File: src/rtl/tmu_pkg.sv
package tmu_pkg;
  localparam int ADDR_W   = 6;
  localparam int WADDR_W  = ADDR_W - 2;
  localparam int DATA_W   = 32;
  localparam int MAX_CH   = 3;
  localparam int SEL_W    = 3;
  localparam int NUM_DIV  = 5;
  localparam int PRE_W    = 2 + 2 * (NUM_DIV - 1);
  localparam int IE_BIT   = 5;
  localparam int UF_BIT   = 8;

  typedef enum logic [1:0] {
    REG_RELOAD = 2'd0,
    REG_COUNT  = 2'd1,
    REG_CTRL   = 2'd2,
    REG_CAPT   = 2'd3
  } chreg_e;

  // terminal prescaler value for a tick selection (period 4^(sel+1))
  function automatic logic [PRE_W-1:0] div_limit(input logic [SEL_W-1:0] sel);
    logic [PRE_W+1:0] v;
    v = (PRE_W+2)'(1) << (2 + 2 * int'(sel));
    v = v - 1'b1;
    return v[PRE_W-1:0];
  endfunction
endpackage

File: src/rtl/tmu_prescaler.sv
module tmu_prescaler
  import tmu_pkg::*;
(
  input  logic             clk,
  input  logic             rst_n,
  input  logic             run_i,
  input  logic             clr_i,
  input  logic [SEL_W-1:0] sel_i,
  output logic             tick_o
);
  logic [PRE_W-1:0] cnt_q, cnt_d;
  logic             sel_ok, at_lim, cnt_en;

  always_comb begin
    sel_ok = (sel_i < SEL_W'(NUM_DIV));
    at_lim = (cnt_q == div_limit(sel_i));
    cnt_en = clr_i || (run_i && sel_ok);
    tick_o = run_i && sel_ok && at_lim && !clr_i;
    cnt_d  = cnt_q;
    if (clr_i)       cnt_d = '0;
    else if (at_lim) cnt_d = '0;
    else             cnt_d = cnt_q + 1'b1;
  end

  always_ff @(posedge clk or negedge rst_n) begin
    if (!rst_n)      cnt_q <= '0;
    else if (cnt_en) cnt_q <= cnt_d;
  end

  // a stopped prescaler holds its phase unless cleared by a control write
  assert_prescale_hold_R8: assert property (@(posedge clk) disable iff (!rst_n)
    (!run_i && !clr_i) |=> $stable(cnt_q));
endmodule

File: src/rtl/tmu_channel.sv
module tmu_channel
  import tmu_pkg::*;
#(
  parameter bit HAS_CAPT = 1'b0
) (
  input  logic               clk,
  input  logic               rst_n,
  input  logic               run_i,
  input  logic               wr_i,
  input  logic [WADDR_W-1:0] word_i,
  input  logic [DATA_W-1:0]  wdata_i,
  output logic [DATA_W-1:0]  rdata_o,
  output logic               irq_o
);
  logic              in_win;
  chreg_e            reg_idx;
  logic              wr_reload, wr_count, wr_ctrl, wr_capt;
  logic              tick, uf_evt;
  logic [DATA_W-1:0] reload_q, reload_d, count_q, count_d;
  logic [SEL_W-1:0]  sel_q, sel_d;
  logic              ie_q, ie_d, flag_q, flag_d;
  logic [DATA_W-1:0] capt_val;

  always_comb begin
    in_win    = (word_i[WADDR_W-1:2] == '0);
    reg_idx   = chreg_e'(word_i[1:0]);
    wr_reload = wr_i && in_win && (reg_idx == REG_RELOAD);
    wr_count  = wr_i && in_win && (reg_idx == REG_COUNT);
    wr_ctrl   = wr_i && in_win && (reg_idx == REG_CTRL);
    wr_capt   = wr_i && in_win && (reg_idx == REG_CAPT) && HAS_CAPT;
  end

  tmu_prescaler u_pre (
    .clk    (clk),
    .rst_n  (rst_n),
    .run_i  (run_i),
    .clr_i  (wr_ctrl),
    .sel_i  (sel_q),
    .tick_o (tick)
  );

  // next-state logic
  always_comb begin
    uf_evt   = tick && (count_q == '0);
    reload_d = wr_reload ? wdata_i : reload_q;
    count_d  = count_q;
    if (wr_count)    count_d = wdata_i;
    else if (uf_evt) count_d = reload_q;
    else if (tick)   count_d = count_q - 1'b1;
    sel_d  = wr_ctrl ? wdata_i[SEL_W-1:0] : sel_q;
    ie_d   = wr_ctrl ? wdata_i[IE_BIT] : ie_q;
    flag_d = flag_q;
    if (wr_ctrl && !wdata_i[UF_BIT]) flag_d = 1'b0;
    if (uf_evt)                      flag_d = 1'b1;
  end

  always_ff @(posedge clk or negedge rst_n) begin
    if (!rst_n) begin
      reload_q <= '1;
      count_q  <= '1;
      sel_q    <= '0;
      ie_q     <= 1'b0;
      flag_q   <= 1'b0;
    end else begin
      if (wr_reload)        reload_q <= reload_d;
      if (wr_count || tick) count_q  <= count_d;
      if (wr_ctrl) begin
        sel_q <= sel_d;
        ie_q  <= ie_d;
      end
      if (wr_ctrl || uf_evt) flag_q <= flag_d;
    end
  end

  generate
    if (HAS_CAPT) begin : g_capt
      logic [DATA_W-1:0] capt_q;
      always_ff @(posedge clk or negedge rst_n) begin
        if (!rst_n)       capt_q <= '0;
        else if (wr_capt) capt_q <= wdata_i;
      end
      assign capt_val = capt_q;
    end else begin : g_no_capt
      assign capt_val = '0;
    end
  endgenerate

  always_comb begin
    rdata_o = '0;
    if (in_win) begin
      unique case (reg_idx)
        REG_RELOAD: rdata_o = reload_q;
        REG_COUNT:  rdata_o = count_q;
        REG_CTRL: begin
          rdata_o[SEL_W-1:0] = sel_q;
          rdata_o[IE_BIT]    = ie_q;
          rdata_o[UF_BIT]    = flag_q;
        end
        REG_CAPT:   rdata_o = capt_val;
      endcase
    end
  end

  assign irq_o = flag_q & ie_q;

  // no run and no write leaves the counter unchanged
  assert_count_frozen_R8: assert property (@(posedge clk) disable iff (!rst_n)
    (!run_i && !wr_count) |=> $stable(count_q));
  // the flag only rises after a prescaler tick
  assert_flag_from_tick_R6: assert property (@(posedge clk) disable iff (!rst_n)
    $rose(flag_q) |-> $past(tick));
  // a tick at zero reloads the counter
  assert_reload_R6: assert property (@(posedge clk) disable iff (!rst_n)
    (tick && count_q == '0 && !wr_count) |=> (count_q == $past(reload_q)));
endmodule

File: src/rtl/tmu_addr_decode.sv
module tmu_addr_decode
  import tmu_pkg::*;
#(
  parameter int NCH        = 3,
  parameter bit HAS_OUTCTL = 1'b1
) (
  input  logic [WADDR_W-1:0] waddr_i,
  output logic               hit_outctl_o,
  output logic               hit_start_o,
  output logic [MAX_CH-1:0]  ch_hit_o,
  output logic [WADDR_W-1:0] word_o,
  output logic               hole_o
);
  // channel bases as word indices: bytes 0x08, 0x14, 0x20
  localparam logic [WADDR_W-1:0] CH_BASE [MAX_CH] =
    '{WADDR_W'(2), WADDR_W'(5), WADDR_W'(8)};

  logic found;

  always_comb begin
    found        = 1'b0;
    ch_hit_o     = '0;
    word_o       = '0;
    hit_outctl_o = 1'b0;
    hit_start_o  = 1'b0;
    for (int i = MAX_CH - 1; i >= 0; i--) begin
      if (!found && waddr_i >= CH_BASE[i]) begin
        found       = 1'b1;
        ch_hit_o[i] = (i < NCH);
        word_o      = waddr_i - CH_BASE[i];
      end
    end
    if (!found) begin
      hit_start_o  = (waddr_i == WADDR_W'(1));
      hit_outctl_o = (waddr_i == WADDR_W'(0)) && HAS_OUTCTL;
    end
    hole_o = !(hit_outctl_o || hit_start_o || (|ch_hit_o));
  end
endmodule

File: src/rtl/multi_timer_unit.sv
module multi_timer_unit
  import tmu_pkg::*;
#(
  parameter bit THREE_CH   = 1'b1,
  parameter bit HAS_OUTCTL = 1'b1
) (
  input  logic              clk,
  input  logic              rst_n,
  input  logic              wr_en_i,
  input  logic              rd_en_i,
  input  logic [ADDR_W-1:0] addr_i,
  input  logic [DATA_W-1:0] wdata_i,
  output logic [DATA_W-1:0] rdata_o,
  output logic [MAX_CH-1:0] irq_o
);
  localparam int NCH = THREE_CH ? 3 : 2;

  logic rst_meta_q, rst_sync_q;
  always_ff @(posedge clk or negedge rst_n) begin
    if (!rst_n) begin
      rst_meta_q <= 1'b0;
      rst_sync_q <= 1'b0;
    end else begin
      rst_meta_q <= 1'b1;
      rst_sync_q <= rst_meta_q;
    end
  end

  logic               hit_outctl, hit_start, hole;
  logic [MAX_CH-1:0]  ch_hit;
  logic [WADDR_W-1:0] loc_word;
  logic [1:0]         byte_lane_unused;
  assign byte_lane_unused = addr_i[1:0];

  tmu_addr_decode #(.NCH(NCH), .HAS_OUTCTL(HAS_OUTCTL)) u_dec (
    .waddr_i      (addr_i[ADDR_W-1:2]),
    .hit_outctl_o (hit_outctl),
    .hit_start_o  (hit_start),
    .ch_hit_o     (ch_hit),
    .word_o       (loc_word),
    .hole_o       (hole)
  );

  logic [DATA_W-1:0] start_q, start_d;
  logic              outctl_q, outctl_d;
  logic              wr_start, wr_outctl;

  always_comb begin
    wr_start  = wr_en_i && hit_start;
    wr_outctl = wr_en_i && hit_outctl;
    start_d   = wdata_i;
    outctl_d  = wdata_i[0];
  end

  always_ff @(posedge clk or negedge rst_sync_q) begin
    if (!rst_sync_q) begin
      start_q  <= '0;
      outctl_q <= 1'b0;
    end else begin
      if (wr_start)  start_q  <= start_d;
      if (wr_outctl) outctl_q <= outctl_d;
    end
  end

  logic [DATA_W-1:0] ch_rdata [MAX_CH];

  generate
    for (genvar g = 0; g < MAX_CH; g++) begin : g_ch
      if (g < NCH) begin : g_on
        tmu_channel #(.HAS_CAPT(g == MAX_CH - 1)) u_ch (
          .clk     (clk),
          .rst_n   (rst_sync_q),
          .run_i   (start_q[g]),
          .wr_i    (wr_en_i && ch_hit[g]),
          .word_i  (loc_word),
          .wdata_i (wdata_i),
          .rdata_o (ch_rdata[g]),
          .irq_o   (irq_o[g])
        );
      end else begin : g_off
        assign ch_rdata[g] = '0;
        assign irq_o[g]    = 1'b0;
      end
    end
  endgenerate

  always_comb begin
    rdata_o = '0;
    if (rd_en_i) begin
      if (hit_start)  rdata_o = start_q;
      if (hit_outctl) rdata_o = {{(DATA_W-1){1'b0}}, outctl_q};
      for (int i = 0; i < MAX_CH; i++)
        if (ch_hit[i]) rdata_o = ch_rdata[i];
    end
  end

  // a run-register write stores the full word
  assert_start_store_R2: assert property (@(posedge clk) disable iff (!rst_sync_q)
    wr_start |=> (start_q == $past(wdata_i)));
  // the output-control bit changes only through its own write
  assert_outctl_hold_R1: assert property (@(posedge clk) disable iff (!rst_sync_q)
    !wr_outctl |=> $stable(outctl_q));
  // an undecoded read returns zero
  assert_hole_read_R9: assert property (@(posedge clk) disable iff (!rst_sync_q)
    (rd_en_i && hole) |-> (rdata_o == '0));
endmodule

File: config.mk
export PLATFORM = sky130hd
export DESIGN_NAME = multi_timer_unit
export DESIGN_NICKNAME = d
export VERILOG_FILES = /design/src/rtl/tmu_pkg.sv /design/src/rtl/tmu_prescaler.sv /design/src/rtl/tmu_channel.sv /design/src/rtl/tmu_addr_decode.sv /design/src/rtl/multi_timer_unit.sv
export SDC_FILE = /design/constraint.sdc
export NUM_CORES = 1
export LEC_CHECK = 0
export BUFFER_PORTS_ARGS = -buffer_cell sky130_fd_sc_hd__buf_2
export CELL_PAD_IN_SITES_DETAIL_PLACEMENT = 0
export CELL_PAD_IN_SITES_GLOBAL_PLACEMENT = 2
export CORE_ASPECT_RATIO = 1.5
export CORE_MARGIN = 2
export CORE_UTILIZATION = 41
export CTS_CLUSTER_DIAMETER = 80
export CTS_CLUSTER_SIZE = 24
export DETAILED_ROUTE_END_ITERATION = 8
export GPL_TIMING_DRIVEN = 0
export PLACE_DENSITY_LB_ADDON = 0.25
export SLEW_MARGIN = 20
export SYNTH_ARGS = -nofsm -noshare
export SYNTH_HDL_FRONTEND = slang
export SYNTH_SLANG_ARGS = --single-unit
File: constraint.sdc
create_clock -name clk -period 11.3 [get_ports clk]
set_clock_uncertainty 0.15 [all_clocks]
set_input_delay 2.26 -clock clk [delete_from_list [all_inputs] [get_ports clk]]
set_output_delay 2.26 -clock clk [all_outputs]
set_load 0.05 [all_outputs]
==> flow_metrics.py <==
metrics = {
    "drt": {
        "ant_nets": 0,
        "post-route-drc-count": 2,
        "dr.first_iter.drc_count": 1385,
        "wl_met2_um": 34180,
        "route.met3.wl_um": 3513,
        "dr.pass1.iters": 9,
        "via_count": 16260,
        "avgViaCountPerCell": 6.292,
        "wl_met1_um": 28500,
        "topRoutingLayerUsed": "met5",
        "wl_per_cell_um": 27.53,
        "wirelength_um": 71130,
    },
    "global_route": {
        "grt_pass1_vias": 16140,
        "grt_pass1_wl_um": 105300,
        "gr-total-overflow": 0,
        "antenna_found_initial": 1,
        "track_usage_pct": 30.40,
        "grt_max_degree": 56,
    },
    "layout": {
        "diodes": 0,
        "final_area_um2": 20100,
        "final_cells": 2584,
        "post-route-util_pct": 45.82,
        "nNetsFinal": 2053,
        "layout-drive-gt1-share_pct": 28.24,
        "syn_to_final_growth_pct": 10.31,
        "fillCellCount": 4315,
    },
    "power": {
        "comb_power_share_pct": 28.6,
        "clock_power_share_pct": 21.0,
        "intPower_w": 0.002332,
        "switchingPower_w": 0.001361,
        "sw_frac_of_total_pct": 36.86,
        "ir_drop_mv": 0.09789,
        "powerDensity_nw_per_um2": 183.7,
        "p_leak_nw": 8.078,
        "p_seq_share_pct": 50.4,
    },
    "setup_path": {
        "path_max_fanout": 10,
        "cp.required_ps": 8890,
        "critical_path_arrival_ps": 7320,
        "crit_type": "input pin to output port",
        "endpoint_kind": "output port",
        "r2r_slack_ps": 6750,
        "cp-start-kind": "input pin",
    },
    "die": {
        "fp.dieW_um": 176.1,
        "core_area_um2": 43870,
        "num_rows": 94,
        "start_util_pct": 41.54,
        "die_area_um2": 46180,
        "pin_count": 77,
        "chipHeight_um": 262.2,
    },
    "outcome": {
        "failed_checks": "design-rule violations",
        "outcome": "complete, but fails checks",
    },
    "clock_network": {
        "clkTransAtPathRegs_ps": 100,
        "numCtsBuffers": 18,
        "cts_post_setup_buffers_inserted": 0,
        "cts_tree": "done",
        "cts_sinks": 304,
        "clk_root_buffer_cell": "clkbuf_16",
        "post_cts_resized": 0,
        "cts_buffer_depth": 3,
        "htreeDepth": 1,
        "holdBufCountCts": 0,
        "clock_latency_ps": 550,
    },
    "placed_design": {
        "dp_slack_ps": 1724,
        "placed_area_um2": 19510,
        "gp_congestion": 0.9295,
        "portBuffers": 74,
        "dp_hpwl_um": 53530,
        "dp_cells": 2552,
    },
    "synthesis": {
        "synthArstFlopShare_pct": 100.0,
        "synthCells": 1892,
        "ys_warn_count": 0,
        "yosysSeqAreaShare_pct": 43.07,
        "ys_types": 89,
        "synth_edf_count": 0,
        "synth_seq_cells": 304,
        "synth_area_um2": 18220,
        "synthFlopType": "dfstp_2",
        "synth_area_per_cell_um2": 9.631,
    },
    "timing": {
        "rsz0062_at_grt": "false",
        "setup_viol": 0,
        "holdWs_ps": 201.0,
        "fin_crit_sh_pct": 86.07,
        "hold_violations": 0,
        "slew_violations": 0,
        "worst_slew_pin_slew_ps": 990.6,
        "min_period_ps": 9726,
        "finalWorstSetupSlack_ps": 1574,
        "slew_headroom_pct": 33.96,
        "max_freq_mhz": 102.8,
    },
    "flow_run": {
        "cap_violations": 0,
    },
    "hold_path": {
        "hp-class": "flop to async pin",
    },
}
-- cells by family after synthesis --
logic type	count (synthesis)	share of synthesized area (%)
other	1	0.02058
muxes	227	13.75
AOI/OAI and AO/OA	524	19.33
DFF	304	43.07
and+or+nand+nor	624	17.05
adders and majority gates	15	1.030
buffers and inverters	156	3.790
xor gates and xnor gates	41	1.971
-- flip-flops by register name (all words and copies together) (netlist names) --
signal                      flops
g_ch.g_on.u_ch.count_q         96
g_ch.g_on.u_ch.reload_q        96
g_ch.g_on.u_ch.capt_val        32
start_q                        32
g_ch.g_on.u_ch.u_pre.cnt_q     30
g_ch.g_on.u_ch.sel_q            9
g_ch.g_on.u_ch.flag_q           3
g_ch.g_on.u_ch.ie_q             3
outctl_q                        1
rst_meta_q                      1
rst_sync_q                      1
-- area by class of cell --
class | count | area, um^2 | share of cell area [%]
multi-input combinational | 1435 | 9712 | 48.32
sequential | 304 | 7851 | 39.06
tap | 576 | 720.7 | 3.585
buffer | 132 | 600.6 | 2.988
timing repair buffer | 81 | 531.8 | 2.646
clock buffer | 25 | 529.3 | 2.633
inverter | 24 | 90.09 | 0.4482
clock inverter | 7 | 65.06 | 0.3237
-- layer usage --
metal	track usage, %	up-vias
met5	0	-
met4	18.00	2
met3	2.290	155
met2	50.97	631
met1	38.18	8225
li1	-	7246
-- critical path, cell delays in order --
cell      delay, ps
buf_2           110
clkbuf_1        440
inv_1           310
ha_1            370
clkbuf_1        470
nand2b_1        110
nor4_1          270
or3_2           270
clkbuf_1        590
buf_2           440
buf_1           610
a22oi_1         210
o221ai_1        480
buf_2           360
-- path summary, 6_finish.rpt --
path,cells after the start,from,end
max,14,addr_i[3],rdata_o[15]
min,0,rst_sync_q,g_ch[2].g_on.u_ch.capt_val[29]
max reg2reg,11,g_ch[0].g_on.u_ch.sel_q[2],g_ch[0].g_on.u_ch.count_q[16]
min reg2reg,0,rst_sync_q,g_ch[2].g_on.u_ch.capt_val[29]
max in group asynchronous,1,rst_n,rst_sync_q
min in group clk,0,rst_meta_q,rst_sync_q
-- through the flow --
stage          TNS [ps]  power (W)
5_1_grt               0   0.003886
3_5_place_dp          0   0.002921
6_report              0   0.003693
3_3_place_gp    -211690   0.002885
4_1_cts               0   0.003700
2_1_floorplan         0   0.002518
-- power by group through the flow --
stage,registers (W),logic [W],clock network (W)
after floorplan,0.00176,0.000762,0
after global placement,0.00188,0.00100,0
after detailed placement,0.00187,0.00105,0
after CTS,0.00185,0.00105,0.000795
after global routing,0.00190,0.00116,0.000825
final,0.00186,0.00106,0.000774
-- synth_stat cells, types with 15 or more instances --
master | n | share of area (%)
a21oi_1 | 120 | 3.3
a222oi_1 | 22 | 1.2
a22o_1 | 39 | 1.9
a22oi_1 | 17 | 0.70
a31oi_1 | 37 | 1.3
and2_1 | 18 | 0.62
and3_1 | 20 | 0.69
buf_2 | 28 | 0.77
clkbuf_1 | 81 | 1.7
dfrtp_1 | 112 | 15
dfstp_2 | 192 | 28
ha_1 | 15 | 1.0
inv_1 | 23 | 0.47
mux2_2 | 186 | 11
mux2i_1 | 41 | 2.3
nand2_1 | 179 | 3.7
nand2b_1 | 18 | 0.62
nand3_1 | 48 | 1.3
nor2_1 | 165 | 3.4
nor3_1 | 45 | 1.2
nor4_1 | 23 | 0.79
o2111ai_1 | 17 | 0.82
o211ai_1 | 35 | 1.4
o21ai_0 | 116 | 3.2
o31ai_1 | 17 | 0.70
or3_1 | 19 | 0.65
xnor2_1 | 17 | 0.82
xor2_1 | 24 | 1.2
-- placed cells by master (no fill, tap or decap), types with 35 or more instances in the layout --
cell        n
nand2_1   179
mux2_2    186
buf_2     102
mux2i_1    41
o211ai_1   35
dfrtp_1   111
clkbuf_1   85
nor2_1    165
nor3_1     45
a21oi_1   120
a31oi_1    37
dfstp_2   192
o21ai_0   116
nand3_1    48
a22o_1     39
No activity file was read; power rests on OpenSTA's default activity.
